--- config.mk ---
export PLATFORM = sky130hd
export DESIGN_NAME = gpio_shared_port
export DESIGN_NICKNAME = d
export VERILOG_FILES = /design/src/rtl/gpio_port_pkg.sv /design/src/rtl/gpio_port_regs.sv /design/src/rtl/gpio_port_sync.sv /design/src/rtl/gpio_port_pinmux.sv /design/src/rtl/gpio_shared_port.sv
export SDC_FILE = /design/constraint.sdc
export NUM_CORES = 1
export LEC_CHECK = 0
export BUFFER_PORTS_ARGS = -buffer_cell sky130_fd_sc_hd__buf_2
export CAP_MARGIN = 15
export CORE_ASPECT_RATIO = 0.7
export CORE_MARGIN = 2
export CORE_UTILIZATION = 40
export DETAILED_ROUTE_END_ITERATION = 8
export GPL_TIMING_DRIVEN = 1
export MAX_ROUTING_LAYER = met4
export PLACE_DENSITY = 0.66
export SETUP_SLACK_MARGIN = 0.1
export SLEW_MARGIN = 20
export SYNTH_ARGS = -nofsm -noshare
export SYNTH_HDL_FRONTEND = slang
export SYNTH_HIERARCHICAL = 1
export SYNTH_SLANG_ARGS = --single-unit
--- constraint.sdc ---
create_clock -name clk -period 2.1 [get_ports clk]
set_input_delay 0.42 -clock clk [delete_from_list [all_inputs] [get_ports clk]]
set_output_delay 0.42 -clock clk [all_outputs]
set_load 0.02 [all_outputs]
--- src/rtl/gpio_port_pkg.sv ---
package gpio_port_pkg;

  typedef enum logic [1:0] {
    SEL_DIR   = 2'd0,
    SEL_LATCH = 2'd1,
    SEL_PINS  = 2'd2,
    SEL_RSVD  = 2'd3
  } port_sel_e;

endpackage

--- src/rtl/gpio_port_regs.sv ---
module gpio_port_regs #(
  parameter int              WIDTH     = 8,
  parameter logic [WIDTH-1:0] IMPL_MASK = '1
) (
  input  logic             clk,
  input  logic             rst,
  input  logic [1:0]       reg_sel,
  input  logic             wr_en,
  input  logic [WIDTH-1:0] wr_data,
  output logic [WIDTH-1:0] dir_q,
  output logic [WIDTH-1:0] lat_q
);
  import gpio_port_pkg::*;

  logic dir_we;
  logic lat_we;

  always_comb begin
    dir_we = wr_en && (port_sel_e'(reg_sel) == SEL_DIR);
    lat_we = wr_en && ((port_sel_e'(reg_sel) == SEL_LATCH) ||
                       (port_sel_e'(reg_sel) == SEL_PINS));
  end

  // Direction: 1 = input; implemented bits wake up as inputs
  always_ff @(posedge clk) begin
    if (rst)         dir_q <= IMPL_MASK;
    else if (dir_we) dir_q <= wr_data & IMPL_MASK;
  end

  // Output latch, shared target of latch and pin-view writes
  always_ff @(posedge clk) begin
    if (rst)         lat_q <= '0;
    else if (lat_we) lat_q <= wr_data & IMPL_MASK;
  end

endmodule

--- src/rtl/gpio_port_sync.sv ---
module gpio_port_sync #(
  parameter int WIDTH  = 8,
  parameter int STAGES = 2
) (
  input  logic             clk,
  input  logic             rst,
  input  logic [WIDTH-1:0] d,
  output logic [WIDTH-1:0] q
);
  logic [WIDTH-1:0] chain [STAGES];

  for (genvar s = 0; s < STAGES; s++) begin : g_stage
    if (s == 0) begin : g_first
      always_ff @(posedge clk) begin
        if (rst) chain[s] <= '0;
        else     chain[s] <= d;
      end
    end else begin : g_next
      always_ff @(posedge clk) begin
        if (rst) chain[s] <= '0;
        else     chain[s] <= chain[s-1];
      end
    end
  end

  assign q = chain[STAGES-1];

endmodule

--- src/rtl/gpio_port_pinmux.sv ---
module gpio_port_pinmux #(
  parameter int              WIDTH     = 8,
  parameter logic [WIDTH-1:0] IMPL_MASK = '1
) (
  input  logic [WIDTH-1:0] dir_q,
  input  logic [WIDTH-1:0] lat_q,
  input  logic [WIDTH-1:0] pin_sync,
  input  logic [WIDTH-1:0] periph_en,
  input  logic [WIDTH-1:0] periph_oe,
  input  logic [WIDTH-1:0] periph_out,
  output logic [WIDTH-1:0] pin_out,
  output logic [WIDTH-1:0] pin_oe,
  output logic [WIDTH-1:0] periph_in
);

  for (genvar b = 0; b < WIDTH; b++) begin : g_bit
    if (IMPL_MASK[b]) begin : g_impl
      logic periph_owns;
      logic port_drives;
      always_comb begin
        periph_owns  = periph_en[b] & periph_oe[b];
        port_drives  = ~periph_owns & ~dir_q[b];
        pin_oe[b]    = periph_owns | port_drives;
        pin_out[b]   = periph_owns ? periph_out[b] : lat_q[b];
        // block the port's own drive from reaching the peripheral
        periph_in[b] = pin_sync[b] & ~(periph_en[b] & port_drives);
      end
    end else begin : g_absent
      assign pin_oe[b]    = 1'b0;
      assign pin_out[b]   = 1'b0;
      assign periph_in[b] = 1'b0;
    end
  end

endmodule

--- src/rtl/gpio_shared_port.sv ---
module gpio_shared_port #(
  parameter int              WIDTH     = 8,
  parameter logic [WIDTH-1:0] IMPL_MASK = '1,
  parameter int              SYNC_STAGES = 2
) (
  input  logic             clk,
  input  logic             rst,
  input  logic [1:0]       reg_sel,
  input  logic             wr_en,
  input  logic [WIDTH-1:0] wr_data,
  output logic [WIDTH-1:0] rd_data,
  input  logic [WIDTH-1:0] periph_en,
  input  logic [WIDTH-1:0] periph_oe,
  input  logic [WIDTH-1:0] periph_out,
  output logic [WIDTH-1:0] periph_in,
  input  logic [WIDTH-1:0] pin_in,
  output logic [WIDTH-1:0] pin_out,
  output logic [WIDTH-1:0] pin_oe
);
  import gpio_port_pkg::*;

  logic [WIDTH-1:0] dir_q;
  logic [WIDTH-1:0] lat_q;
  logic [WIDTH-1:0] pin_sync_raw;
  logic [WIDTH-1:0] pin_sync;
  logic [WIDTH-1:0] rd_next;

  gpio_port_regs #(.WIDTH(WIDTH), .IMPL_MASK(IMPL_MASK)) u_regs (
    .clk     (clk),
    .rst     (rst),
    .reg_sel (reg_sel),
    .wr_en   (wr_en),
    .wr_data (wr_data),
    .dir_q   (dir_q),
    .lat_q   (lat_q)
  );

  gpio_port_sync #(.WIDTH(WIDTH), .STAGES(SYNC_STAGES)) u_sync (
    .clk (clk),
    .rst (rst),
    .d   (pin_in),
    .q   (pin_sync_raw)
  );

  assign pin_sync = pin_sync_raw & IMPL_MASK;

  gpio_port_pinmux #(.WIDTH(WIDTH), .IMPL_MASK(IMPL_MASK)) u_mux (
    .dir_q      (dir_q),
    .lat_q      (lat_q),
    .pin_sync   (pin_sync),
    .periph_en  (periph_en),
    .periph_oe  (periph_oe),
    .periph_out (periph_out),
    .pin_out    (pin_out),
    .pin_oe     (pin_oe),
    .periph_in  (periph_in)
  );

  always_comb begin
    unique case (port_sel_e'(reg_sel))
      SEL_DIR:   rd_next = dir_q;
      SEL_LATCH: rd_next = lat_q;
      SEL_PINS:  rd_next = pin_sync;
      default:   rd_next = '0;
    endcase
  end

  always_ff @(posedge clk) begin
    if (rst) rd_data <= '0;
    else     rd_data <= rd_next;
  end

endmodule

==> After elaboration in Yosys (flattened, before gate mapping) <==
Memories as Yosys holds them, arrays and structs flattened.
Index checks and enable logic that the tools add are counted.
{ "word_totals": {"register_bits": 24, "memories": 1, "output_inout_bits": 32, "mem_bits_rw": 16, "latch_bits": 0, "in_bits": 45, "rom_bits": 0} }
{ "op_classes": {"n_addsub": 0, "mux": 14, "bitwise": 66, "n_reduce_logical": 4, "n_mul": 0, "shifts": 0, "magnitude_cmp": 0, "div": 0, "eq_ne": 2} }
{ "memory_table": {"columns": ["name", "words", "word_bits", "rd", "rd_clocked_by_memory_dff", "wr", "line", "rtl"], "rows": [
  ["u_sync.chain", 2, 8, 2, 0, 2, "gpio_port_sync.sv:10", "logic [WIDTH-1:0] chain [STAGES];"]
]} }
{ "op_table": {"columns": ["cell", "count"], "rows": [
  ["1-bit AND", 32],
  ["1-bit inverter", 24],
  ["8-bit one-hot mux with 3 select lines", 1],
  ["8-bit 2-to-1 mux", 2],
  ["1-bit 2-to-1 mux", 11],
  ["1-bit bitwise OR", 10],
  ["2-bit by 1-bit == test with 1-bit output (second input constant)", 1],
  ["2-bit == test (second input constant)", 1],
  ["1-bit logical AND", 2],
  ["2-bit zero test", 1],
  ["1-bit logical OR", 1]
]} }

==> Logic depth before layout (Yosys ltp) <==
Gate-level depths: netlist of run 1.
{ "depth": {"word_depth": 6, "depth_mapped": 6} }

==> Modules after synthesis <==
The synthesis of run 1 kept the hierarchy.
{ "by_module_without_submodules": {"columns": ["mod", "area_per_inst_um2", "instances", "cells_each"], "rows": [
  ["gpio_port_regs", 666.9, 1, 66],
  ["gpio_port_sync", 464.2, 1, 33],
  ["gpio_shared_port", 411.6, 1, 45],
  ["gpio_port_pinmux", 280.3, 1, 40]
]} }

==> Worst setup path before layout of run 1 <==
Ideal clock, no wire load.
{ "synth_path": {"kind": "input-to-reg", "from": "in reg_sel[0]", "to": "reg u_regs.lat_q[5]", "slack_ns": 0.712, "path_stages": 6, "required_ns": 2.030, "n_path_buf": 2, "t_arrival_ns": 1.318, "cell_sequence": "inv_1 > ha_1 > clkbuf_2 > buf_2 > a21bo_2 > a21oi_1"} }
{ "synth_via": {"elab_chain_len": 3, "elab_cells_between_ends": 4, "cone_classes": "eq/ne (2); reduce/logical (2)"} }
{ "synth_lines": {"columns": ["item", "line", "rtl"], "rows": [
  ["start, declared", "gpio_shared_port.sv:8", "input logic [1:0] reg_sel,"],
  ["2-bit by 1-bit == test with 1-bit output / 2-bit == test (equally long branches)", "gpio_port_regs.sv:20, gpio_port_regs.sv:21", null],
  ["1-bit logical OR *", "gpio_port_regs.sv:20", "lat_we = wr_en && ((port_sel_e'(reg_sel) == SEL_LATCH) ||"],
  ["1-bit logical AND *", "gpio_port_regs.sv:20", null],
  ["end signal, assigned", "gpio_port_regs.sv:33", "else if (lat_we) lat_q <= wr_data & IMPL_MASK;"],
  ["end, declared", "gpio_port_regs.sv:11", "output logic [WIDTH-1:0] lat_q"]
]} }
Mark *: on every way between the ends. The rest lies on a longest branch, timed or not.
A chain may end at the register's enable or synchronous reset.

==> Worst setup path in the final report of run 1 <==
{ "layout_path": {"from": "in periph_en[2]", "to": "out pin_out[2]"} }
{ "layout_via": {"elab_chain_len": 2} }
{ "layout_lines": {"columns": ["item", "line", "rtl"], "rows": [
  ["start, declared", "gpio_shared_port.sv:12", "input logic [WIDTH-1:0] periph_en,"],
  ["1-bit AND", "gpio_port_pinmux.sv:21", "periph_owns = periph_en[b] & periph_oe[b];"],
  ["1-bit 2-to-1 mux", "gpio_port_pinmux.sv:24", "pin_out[b] = periph_owns ? periph_out[b] : lat_q[b];"],
  ["end, declared", "gpio_shared_port.sv:17", "output logic [WIDTH-1:0] pin_out,"]
]} }
No other way between the ends.

==> results of run 1 <==
[cell usage after synthesis]
cell type	instances
a211o_1	8
a211oi_1	16
a21bo_2	8
a21oi_1	8
and2b_2	6
and3_1	8
buf_1	1
buf_2	3
buf_4	3
buf_6	2
clkbuf_1	1
clkbuf_2	2
dfxtp_1	40
ha_1	1
inv_1	10
mux2_4	8
nand2_1	16
nand2_4	1
nand2b_1	8
nand3_1	8
nor2b_1	11
nor2b_2	7
o31a_1	8
[per-stage QoR]
stage / setup slack (ns) / util [%] / hold WS [ns] / area (um^2)
after floorplan: 0.712 / - / 0.414 / 1820
after global placement: 0.569 / 50.9 / 0.420 / 2220
after detailed placement: 0.548 / 50.9 / 0.423 / 2220
after CTS: 0.572 / 53.5 / 0.330 / 2330
after global routing: 0.545 / 53.5 / 0.331 / 2330
final: 0.586 / 53.5 / 0.332 / 2330
[registers in the layout, indices dropped and copies added (netlist names)]
register	cells
u_sync/chain	16
rd_data	8
u_regs/dir_q	8
u_regs/lat_q	8
[power groups by stage]
stage	logic (mW)	registers, mW	clock network [mW]
after floorplan	0.189	0.845	0
after global placement	0.296	0.841	0
after detailed placement	0.302	0.841	0
final	0.299	0.823	0.629
after CTS	0.303	0.824	0.640
after global routing	0.328	0.829	0.681
[metal layers]
metal | wire, um | vias to the layer above | track usage (%) | share of wire, %
met5 | 0 | - | - | 0
met4 | 43 | 0 | 6.12 | 1.0
met3 | 282 | 6 | 4.90 | 6.9
met2 | 1870 | 55 | 29.8 | 45
met1 | 1920 | 714 | 21.0 | 47
li1 | - | 790 | - | -
[path summary, 6_finish.rpt]
check / start / endpoint / cells after the start
worst max-delay path: periph_en[2] / pin_out[2] / 4
worst min-delay path: pin_in[6] / u_sync/chain[0][6]$_SDFF_PP0_ / 2
worst max register to register: u_regs/dir_q[4]$_SDFFE_PP1P_ / rd_data[4]$_SDFF_PP0_ / 3
worst min register to register: u_sync/chain[0][6]$_SDFF_PP0_ / u_sync/chain[1][6]$_SDFF_PP0_ / 1
[final cells by class]
class,count,area share [%]
timing repair buffer,79,17.3
clock buffer,5,2.96
sequential,40,34.4
tap,55,2.96
inverter,10,1.61
multi-input combinational,122,39.0
clock inverter,3,1.83
[worst max-delay path, delay by kind of cell]
kind | cells | cell delay (ns)
mux | 1 | 0.31
buf+inv | 2 | 0.26
simple gates | 1 | 0.10
[cell families (layout without fill, tap and decap cells)]
family	count (synthesis)	after routing	share of synthesized area [%]
simple gates	65	65	21.6
compound gates	48	48	20.9
flops	40	40	43.9
buf+inv	22	97	6.31
mux	8	8	6.59
fa+ha+maj	1	1	0.686
==> reports/qor.txt, run 1 <==
Setup Buffers After CTS - 0
Vias in the first global route - 1468
Sink Count - 40
Most frequent cells in the layout - buf_2 (76), dfxtp_1 (40), a211oi_1 (16), nand2_1 (16), nor2b_1 (11)
Commonest non-fill, non-tap cell in the layout - buf_2
H-tree depth - 2
Clk buf depth - 2
RSZ-0062 raised after global routing - false
Synth cell types - 23
Antenna viol nets, final - 0
Gate Count Post-Synth - 184
Worst Path Arrival - 1.09 ns
Cts hold-fix bufs - 0
Fin. Hold Viols - 0
CTS tree - built
Post-route DRC - 0
Synth top area share - 43.9%
Initial Utilization - 41.9%
Avg Inst Size Synth - 9.91 um^2
Tot Pwr - 1.75 mW
Worst vdd ir - 0.000444 V
Slew @ Worst Pin - 0.579 ns
GRT Util Overall - 17.8%
Fraction of power consumed by combinational cells - 17.1%
Filler cell count - 430
Net Sw Power - 0.463 mW
Slew headroom - 61.4%
Crit-path max FO - 2
Seq/Total Area, Yosys - 43.9%
Seq pwr share - 47.0%
Final worst-path cycle share - 72.1%
Crit path cell chain - buf_2, nand2_1, mux2_4, buf_2
N_diodes - 0
I/O Buffers - 76
Area delta synth->final - 27.7%
CTS resizes - 0
Finish-stage setup viols - 0
Achievable Freq - 661 MHz
PD cells - 752 mW/mm^2
Worst Setup End Kind - output pin
Die span in x - 84.7 um
Slowest CP cell - mux2_4
Mapped cell area - 0.00182 mm^2
Clock latency on the worst-skew pair - 0.30 ns
Clk pwr share - 35.9%
Sw frac - 26.4%
Pleak - 1.16 nW
Outcome - finished clean
NumNets Final - 304
Final Instance Count excl. Fillers - 314
Setup TNS - 0 ns
Worst EP required - 1.68 ns
Core area - 0.00435 mm^2
Overflow after GRT - 0
Worst-path clk slew - 0.08 ns
CP dominant cell by count - buf_2
Crit path launch type - primary input
Final Critical Period - 1.51 ns
Share of cells above drive strength 1 - 45.2%
Starting DRT DRC Count - 57
Gpl congestion - 0.764
Synth area leaders - dfxtp_1 (44%), a211oi_1 (6.6%), mux2_4 (6.6%), a21bo_2 (4.4%), a211o_1 (3.8%)
Internal Pwr Total - 1.29 mW
Yosys reg bits - 40
First-pass GRT wire length - 6840 um
Final setup skew - 0.0110 ns
Initial antenna violation count - 0
Die height - 60.5 um
Via density - 4.98
Largest area contributor in the netlist - dfxtp_1
CTS Buf Count - 5
DP HPWL - 3040 um
Slew Limit Fails - 0
IO Pins - 77
Number of max-cap violations - 0
Die area - 0.00512 mm^2
# rows - 20
Pre-Repair DR Iteration Count - 4
Post-Place Cells - 306
Reg area - 801 um^2
Syn_nets - 230
Critical path's largest stage delay - 0.31 ns
HP Class - in -> reg
Pin count of the biggest net entering global routing - 29
Crit Path Class - in -> out
Root Driver - clkbuf_8
Drt wl/cell - 13.1 um
Syn. warnings - 6
Via Count - 1565
DRT Wirelength - 4110 um
Reg-to-reg slack, setup - 1.17 ns
Multi-input gate area - 907 um^2
No activity file was read; power rests on OpenSTA's default activity.
==> inputs of run 2 (changes only) <==
--- a/config.mk
+++ b/config.mk
@@ -5,6 +5,7 @@
 export SDC_FILE = /design/constraint.sdc
 export NUM_CORES = 1
 export LEC_CHECK = 0
+export ABC_AREA = 1
 export BUFFER_PORTS_ARGS = -buffer_cell sky130_fd_sc_hd__buf_2
 export CAP_MARGIN = 15
 export CORE_ASPECT_RATIO = 0.7
@@ -13,7 +14,7 @@
 export DETAILED_ROUTE_END_ITERATION = 8
 export GPL_TIMING_DRIVEN = 1
 export MAX_ROUTING_LAYER = met4
-export PLACE_DENSITY = 0.66
+export PLACE_DENSITY = 0.68
 export SETUP_SLACK_MARGIN = 0.1
 export SLEW_MARGIN = 20
 export SYNTH_ARGS = -nofsm -noshare
==> constraint.sdc (replaced) <==
create_clock -name clk -period 1.2 [get_ports clk]
set_input_delay 0.24 -clock clk [delete_from_list [all_inputs] [get_ports clk]]
set_output_delay 0.24 -clock clk [all_outputs]
set_load 0.02 [all_outputs]
==> reports/qor.txt, run 2 <==
IO Pins - 77 (unchanged)
Sink Count - 40 (unchanged)
Gpl congestion - 0.878 (+15%)
Post-Place Cells - 410 (+34%)
Failing checks - negative setup slack
Grt met1 use - 23.7% (+2.7 points)
Worst Setup End Kind - output pin
HP Class - in -> reg
Synth Flop Type - dfxtp_1
# rows - 20 (unchanged)
Pleak - 1.65 nW (+42%)
Worst EP required - 0.96 ns (-0.72 ns)
Starting DRT DRC Count - 87 (+53%)
Post-synth EDFFs - 0 (unchanged)
First-pass GRT wire length - 7930 um (+16%)
GRT met2 Usage - 35.7% (+5.9 points)
Final Instance Count excl. Fillers - 440 (+40%)
Worst setup margin - -0.0214 ns (-0.608 ns)
Slew @ Worst Pin - 0.498 ns (-0.0817 ns)
Top reg by flops - u_sync/chain
Share of cells above drive strength 1 - 44.9% (-0.24 points)
Global route hottest layer - met2
Slew headroom - 66.8% (+5.4 points)
Finished Cell Area - 0.00283 mm^2 (+22%)
N_diodes - 0 (unchanged)
Initial antenna violation count - 0 (unchanged)
Antenna viol nets, final - 0 (unchanged)
Worst-path clk slew - 0.08 ns (about the same)
Yosys reg bits - 40 (unchanged)
Post-route DRC - 0 (unchanged)
Dpl cell area - 0.00227 mm^2 (+2.6%)
I/O Buffers - 76 (unchanged)
Reg-to-reg slack, setup - 0.19 ns (-0.98 ns)
Avg Inst Size Synth - 6.62 um^2 (-33%)
Worst Path Arrival - 0.98 ns (-0.11 ns)
Die height - 61.1 um (+1.1%)
Final worst-path cycle share - 102%
Final hold slack - 0.149 ns (-0.183 ns)
CTS Buf Count - 5 (unchanged)
CTS tree - built
Max reg flops - 16 (unchanged)
H-tree depth - 2 (unchanged)
Hold Path Stages - 3 (+1)
Reg area - 826 um^2 (+3.1%)
Root Driver - clkbuf_8
Most frequent cell after synthesis - nand2_1
Fin. Hold Viols - 0 (unchanged)
Mapped cell area - 0.00187 mm^2 (+2.3%)
Crit-path max FO - 2 (unchanged)
Initial Utilization - 42.4% (+0.49 points)
Synth cell types - 16 (-30%)
Achievable Freq - 819 MHz
GRT Util Overall - 20.3% (+2.5 points)
Tot Pwr - 3.29 mW (+88%)
Synth top area share - 42.9% (-1.0 points)
Area delta synth->final - 51.7%
Final Critical Period - 1.22 ns
Largest area contributor in the netlist - dfxtp_1
Via density - 4.66 (-6.5%)
Slew Limit Fails - 0 (unchanged)
Critical Path Source - u_regs/dir_q[1]$_SDFFE_PP1P_
Final setup skew - 0.00293 ns (-0.00805 ns)
Syn_nets - 328 (+43%)
Filler cell count - 393 (-8.6%)
Drt wl/cell - 11.9 um (-9.0%)
Commonest non-fill, non-tap cell in the layout - nand2_1
Crit Path Class - reg -> out
Grt met3 use - 4.29% (-0.61 points)
Pre-Repair DR Iteration Count - 4 (unchanged)
DRT Wirelength - 5240 um (+28%)
Gate Count Post-Synth - 282 (+53%)
Most frequent cells after synthesis - nand2_1 (79), inv_1 (59), nand3_1 (56)
Finish-stage setup viols - 4 (+4)
DP HPWL - 3440 um (+13%)
Number of max-cap violations - 0 (unchanged)
Crit path launch type - flip-flop
Reg2reg end - rd_data[1]$_SDFF_PP0_
Vias in the first global route - 1826 (+24%)
Die area - 0.00523 mm^2 (+2.2%)
R2R Path Start - u_regs/dir_q[1]$_SDFFE_PP1P_
Async S/R FF share, synth - 0% (unchanged)
Clk buf depth - 2 (unchanged)
Worst vdd ir - 0.000674 V (+52%)
Clock latency on the worst-skew pair - 0.29 ns (about the same)
Crit path to - periph_in[1]
RSZ-0062 raised after global routing - true
Die span in x - 85.6 um (+1.1%)
Multi-input gate area - 845 um^2 (-6.9%)
PD cells - 1160 mW/mm^2 (+55%)
Seq/Total Area, Yosys - 42.9% (-1.0 points)
Core area - 0.00440 mm^2 (+1.1%)
Reg2Reg Depth - 7 (+4)
Outcome - complete, but fails checks
Most frequent cells in the layout - nand2_1 (62), buf_2 (52), nand3_1 (48)
Via Count - 2051 (+31%)
NumNets Final - 430 (+41%)
Pin count of the biggest net entering global routing - 18 (-38%)
Overflow after GRT - 0 (unchanged)
Syn. warnings - 6 (unchanged)
Synth area leaders - dfxtp_1 (43%), nand2_1 (16%), nand3_1 (15%), inv_1 (12%), nor2_1 (5.8%)
[run 2: changes by cell type after synthesis, moves of 11 or more]
cell,previous run,this run
nand2_1,16,79
nand3_1,8,56
a211oi_1,16,0
inv_1,10,59
nor2b_1,11,0
nor2_1,0,29
[run 2: layout make-up]
cell class / count / area share, %
multi-input cells: 172 / 29.8
flip-flops and latches: 40 / 29.2
repair buffers: 103 / 26.4
inverters: 62 / 8.31
clock buffers: 6 / 2.56
well taps: 55 / 2.43
clock inverters: 2 / 1.24
[run 2: critical path, stage by stage (launching register included)]
cell and delay, ns:
dfxtp_2 0.34, inv_2 0.05, nand3_2 0.08, nand2_2 0.07, inv_2 0.03, buf_6 0.12
[run 2: timing repair]
action / 4_1_cts / 5_1_grt
pin swaps: 13 / 12
hold buffers: 0 / 0
gates resized for setup: 67 / 42
endpoints found under the setup margin: 24 / 24
cloned: 0 / 0
buffers inserted: 18 / 4
[run 2: through the flow]
stage	setup WS (ns)	utilization, %	TNS (ns)
6_report	-0.0214	64.3	-0.0367
5_1_grt	-0.0563	64.3	-0.338
4_1_cts	-0.0168	61.1	-0.0478
3_5_place_dp	0.0525	51.6	0
3_3_place_gp	0.0870	51.6	0
2_1_floorplan	0.181	-	0
[run 2: worst min path at each step]
stage | startpoint | end
after floorplan | pin_in[0] | u_sync/chain[0][0]$_SDFF_PP0_
after global placement | u_sync/chain[0][2]$_SDFF_PP0_ | u_sync/chain[1][2]$_SDFF_PP0_
after detailed placement | u_sync/chain[0][1]$_SDFF_PP0_ | u_sync/chain[1][1]$_SDFF_PP0_
after CTS | pin_in[7] | u_sync/chain[0][7]$_SDFF_PP0_
after global routing | pin_in[2] | u_sync/chain[0][2]$_SDFF_PP0_
final | pin_in[2] | u_sync/chain[0][2]$_SDFF_PP0_
[run 2: where the power goes]
| group | total [mW] | switching, mW | leakage (nW) | internal (mW) |
|---|---|---|---|---|
| logic | 0.766 | 0.417 | 1.27 | 0.349 |
| clock network | 1.07 | 0.453 | 0.0552 | 0.617 |
| registers | 1.46 | 0.0469 | 0.330 | 1.41 |
| total | 3.29 | 0.917 | 1.65 | 2.38 |
[run 2: cell families (layout without fill, tap and decap cells)]
kind of cell,Yosys count,in the layout,synth area share (%)
adders and majority gates,1,1,0.671
DFF,40,40,42.9
and+or+nand+nor,171,171,39.6
buffers and inverters,70,173,16.8
[run 2: layer usage]
| metal | vias up | part of all wire (%) |
|---|---|---|
| met2 | 83 | 49 |
| met5 | - | 0 |
| met1 | 915 | 42 |
| li1 | 1044 | - |
| met4 | 0 | 1.3 |
| met3 | 9 | 7.4 |
==> inputs of run 3 (changes only) <==
--- a/config.mk
+++ b/config.mk
@@ -5,7 +5,6 @@
 export SDC_FILE = /design/constraint.sdc
 export NUM_CORES = 1
 export LEC_CHECK = 0
-export ABC_AREA = 1
 export BUFFER_PORTS_ARGS = -buffer_cell sky130_fd_sc_hd__buf_2
 export CAP_MARGIN = 15
 export CORE_ASPECT_RATIO = 0.7
==> reports/qor.txt, run 3 (synthesis gave the netlist of run 1 again) <==
Worst Path Arrival - 1.02 ns (+0.04 ns)
Pre-CTS WS - 0.0480 ns (-0.00452 ns)
Worst setup margin - -0.0580 ns (-0.0365 ns)
H-tree depth - 2 (unchanged)
Dpl cell area - 0.00227 mm^2 (-0.11%)
Initial antenna violation count - 0 (unchanged)
HP Class - in -> reg
Initial Utilization - 41.9% (-0.49 points)
Worst EP required - 0.96 ns (about the same)
Core area - 0.00435 mm^2 (-1.1%)
Reg area - 821 um^2 (-0.61%)
GRT Util Overall - 18.3% (-1.9 points)
Die height - 60.5 um (-1.1%)
PD cells - 1170 mW/mm^2 (+0.32%)
HP Start - pin_in[5]
Gpl congestion - 0.718 (-18%)
Worst-path clk slew - 0.08 ns (about the same)
Share of cells above drive strength 1 - 60.4% (+15 points)
Top reg by flops - u_sync/chain
Most frequent cells in the layout - buf_2 (52), buf_6 (31), dfxtp_1 (24)
Crit-path max FO - 4 (+2)
Crit path cell chain - o31a_1, buf_6
N_diodes - 0 (unchanged)
Commonest non-fill, non-tap cell in the layout - buf_2
Failing checks - negative setup slack
Critical Path Source - u_regs/dir_q[2]$_SDFFE_PP1P_
Slew Limit Fails - 0 (unchanged)
Pre-Repair DR Iteration Count - 4 (unchanged)
Tot Pwr - 3.24 mW (-1.7%)
Reg-to-reg slack, setup - 0.15 ns (-0.04 ns)
DRT Wirelength - 4500 um (-14%)
Via Count - 1658 (-19%)
# rows - 20 (unchanged)
Fin. Hold Viols - 0 (unchanged)
Final Critical Period - 1.26 ns (+0.0365 ns)
Crit Path Class - reg -> out
Clock latency on the worst-skew pair - 0.29 ns (about the same)
CTS tree - built
Reg2Reg Depth - 5 (-2)
Finished Cell Area - 0.00277 mm^2 (-2.0%)
Root Driver - clkbuf_8
Vias in the first global route - 1519 (-17%)
Slowest CP cell - dfxtp_2
Finish-stage setup viols - 16 (+12)
Critical path's largest stage delay - 0.35 ns (about the same)
First-pass GRT wire length - 7080 um (-11%)
Via density - 4.91 (+5.2%)
Cts hold-fix bufs - 0 (unchanged)
Area delta synth->final - 52.1%
IO Pins - 77 (unchanged)
Multi-input gate area - 970 um^2 (+15%)
Die span in x - 84.7 um (-1.1%)
Achievable Freq - 795 MHz (-2.9%)
Final setup skew - 0.00860 ns (+0.00568 ns)
Antenna viol nets, final - 0 (unchanged)
Max reg flops - 16 (unchanged)
Clk buf depth - 2 (unchanged)
Worst vdd ir - 0.000670 V (-0.53%)
Number of max-cap violations - 0 (unchanged)
Starting DRT DRC Count - 99 (+14%)
Slew headroom - 67.7% (+0.95 points)
Drt wl/cell - 13.3 um (+12%)
Sink Count - 40 (unchanged)
Slew @ Worst Pin - 0.484 ns (-0.0137 ns)
Crit path launch type - flip-flop
Hold Path Stages - 2 (-1)
Pleak - 1.33 nW (-20%)
NumNets Final - 328 (-24%)
Outcome - complete, but fails checks
Overflow after GRT - 0 (unchanged)
Worst Setup End Kind - output pin
DP HPWL - 2900 um (-16%)
Pin count of the biggest net entering global routing - 27 (+9)
Final worst-path cycle share - 105% (+3.0 points)
CTS Buf Count - 5 (unchanged)
RSZ-0062 raised after global routing - true
Post-route DRC - 0 (unchanged)
I/O Buffers - 76 (unchanged)
Die area - 0.00512 mm^2 (-2.2%)
R2R Path Start - u_regs/dir_q[1]$_SDFFE_PP1P_
Filler cell count - 359 (-8.7%)
## run 3: changes by cell type in the layout (fill, tap and decap cells not counted), moves of 10 or more
| cell | before | now |
|---|---|---|
| nor2_1 | 29 | 0 |
| inv_2 | 14 | 1 |
| nand2_2 | 17 | 5 |
| nand3_1 | 48 | 8 |
| nor2b_1 | 0 | 10 |
| nand2_1 | 62 | 9 |
| a211oi_1 | 0 | 13 |
| inv_1 | 47 | 8 |
## run 3: critical path, delay by kind of cell, from the launching register on
kind / cells / cell delay (ns)
compound gates: 1 / 0.25
buf+inv: 1 / 0.13
flops: 1 / 0.35
## run 3: what timing repair did
item / in CTS / in global routing
buffers inserted: 18 / 1
endpoints found under the hold margin: 0 / 0
resized for setup: 78 / 7
endpoints found under the setup margin: 24 / 28
pin swaps: 1 / 4
## run 3: worst paths after layout
check | endpoint
hold / removal | u_sync/chain[0][5]$_SDFF_PP0_
setup / recovery | periph_in[2]
setup reg to reg | rd_data[1]$_SDFF_PP0_
hold reg to reg | u_sync/chain[1][6]$_SDFF_PP0_
## run 3: layout make-up
type | count | share of cell area (%)
clock buffers | 5 | 2.48
clock inverters | 3 | 1.53
inverters | 10 | 1.53
multi-input cells | 122 | 35.0
flip-flops and latches | 40 | 29.6
well taps | 55 | 2.48
repair buffers | 103 | 27.4
## run 3: stage by stage
step / setup TNS (ns) / instances / util (%) / hold slack [ns]
floorplan: 0 / 184 / - / 0.369
global placement: 0 / 311 / 52.2 / 0.419
detailed placement: 0 / 311 / 52.2 / 0.429
CTS: -0.771 / 337 / 62.8 / 0.155
global route: -1.18 / 338 / 63.7 / 0.159
finish: -0.615 / 338 / 63.7 / 0.160
## run 3: power by group
group | internal, mW | switching [mW]
clock | 0.615 | 0.465
combinational | 0.381 | 0.335
sequential | 1.40 | 0.0363
total | 2.40 | 0.836
## run 3: metal layers
layer	up-vias	track usage, %	wire (um)
li1	836	-	-
met1	769	23.1	2070
met2	53	30.7	2180
met3	0	4.63	246
met4	0	3.40	0
met5	-	-	0
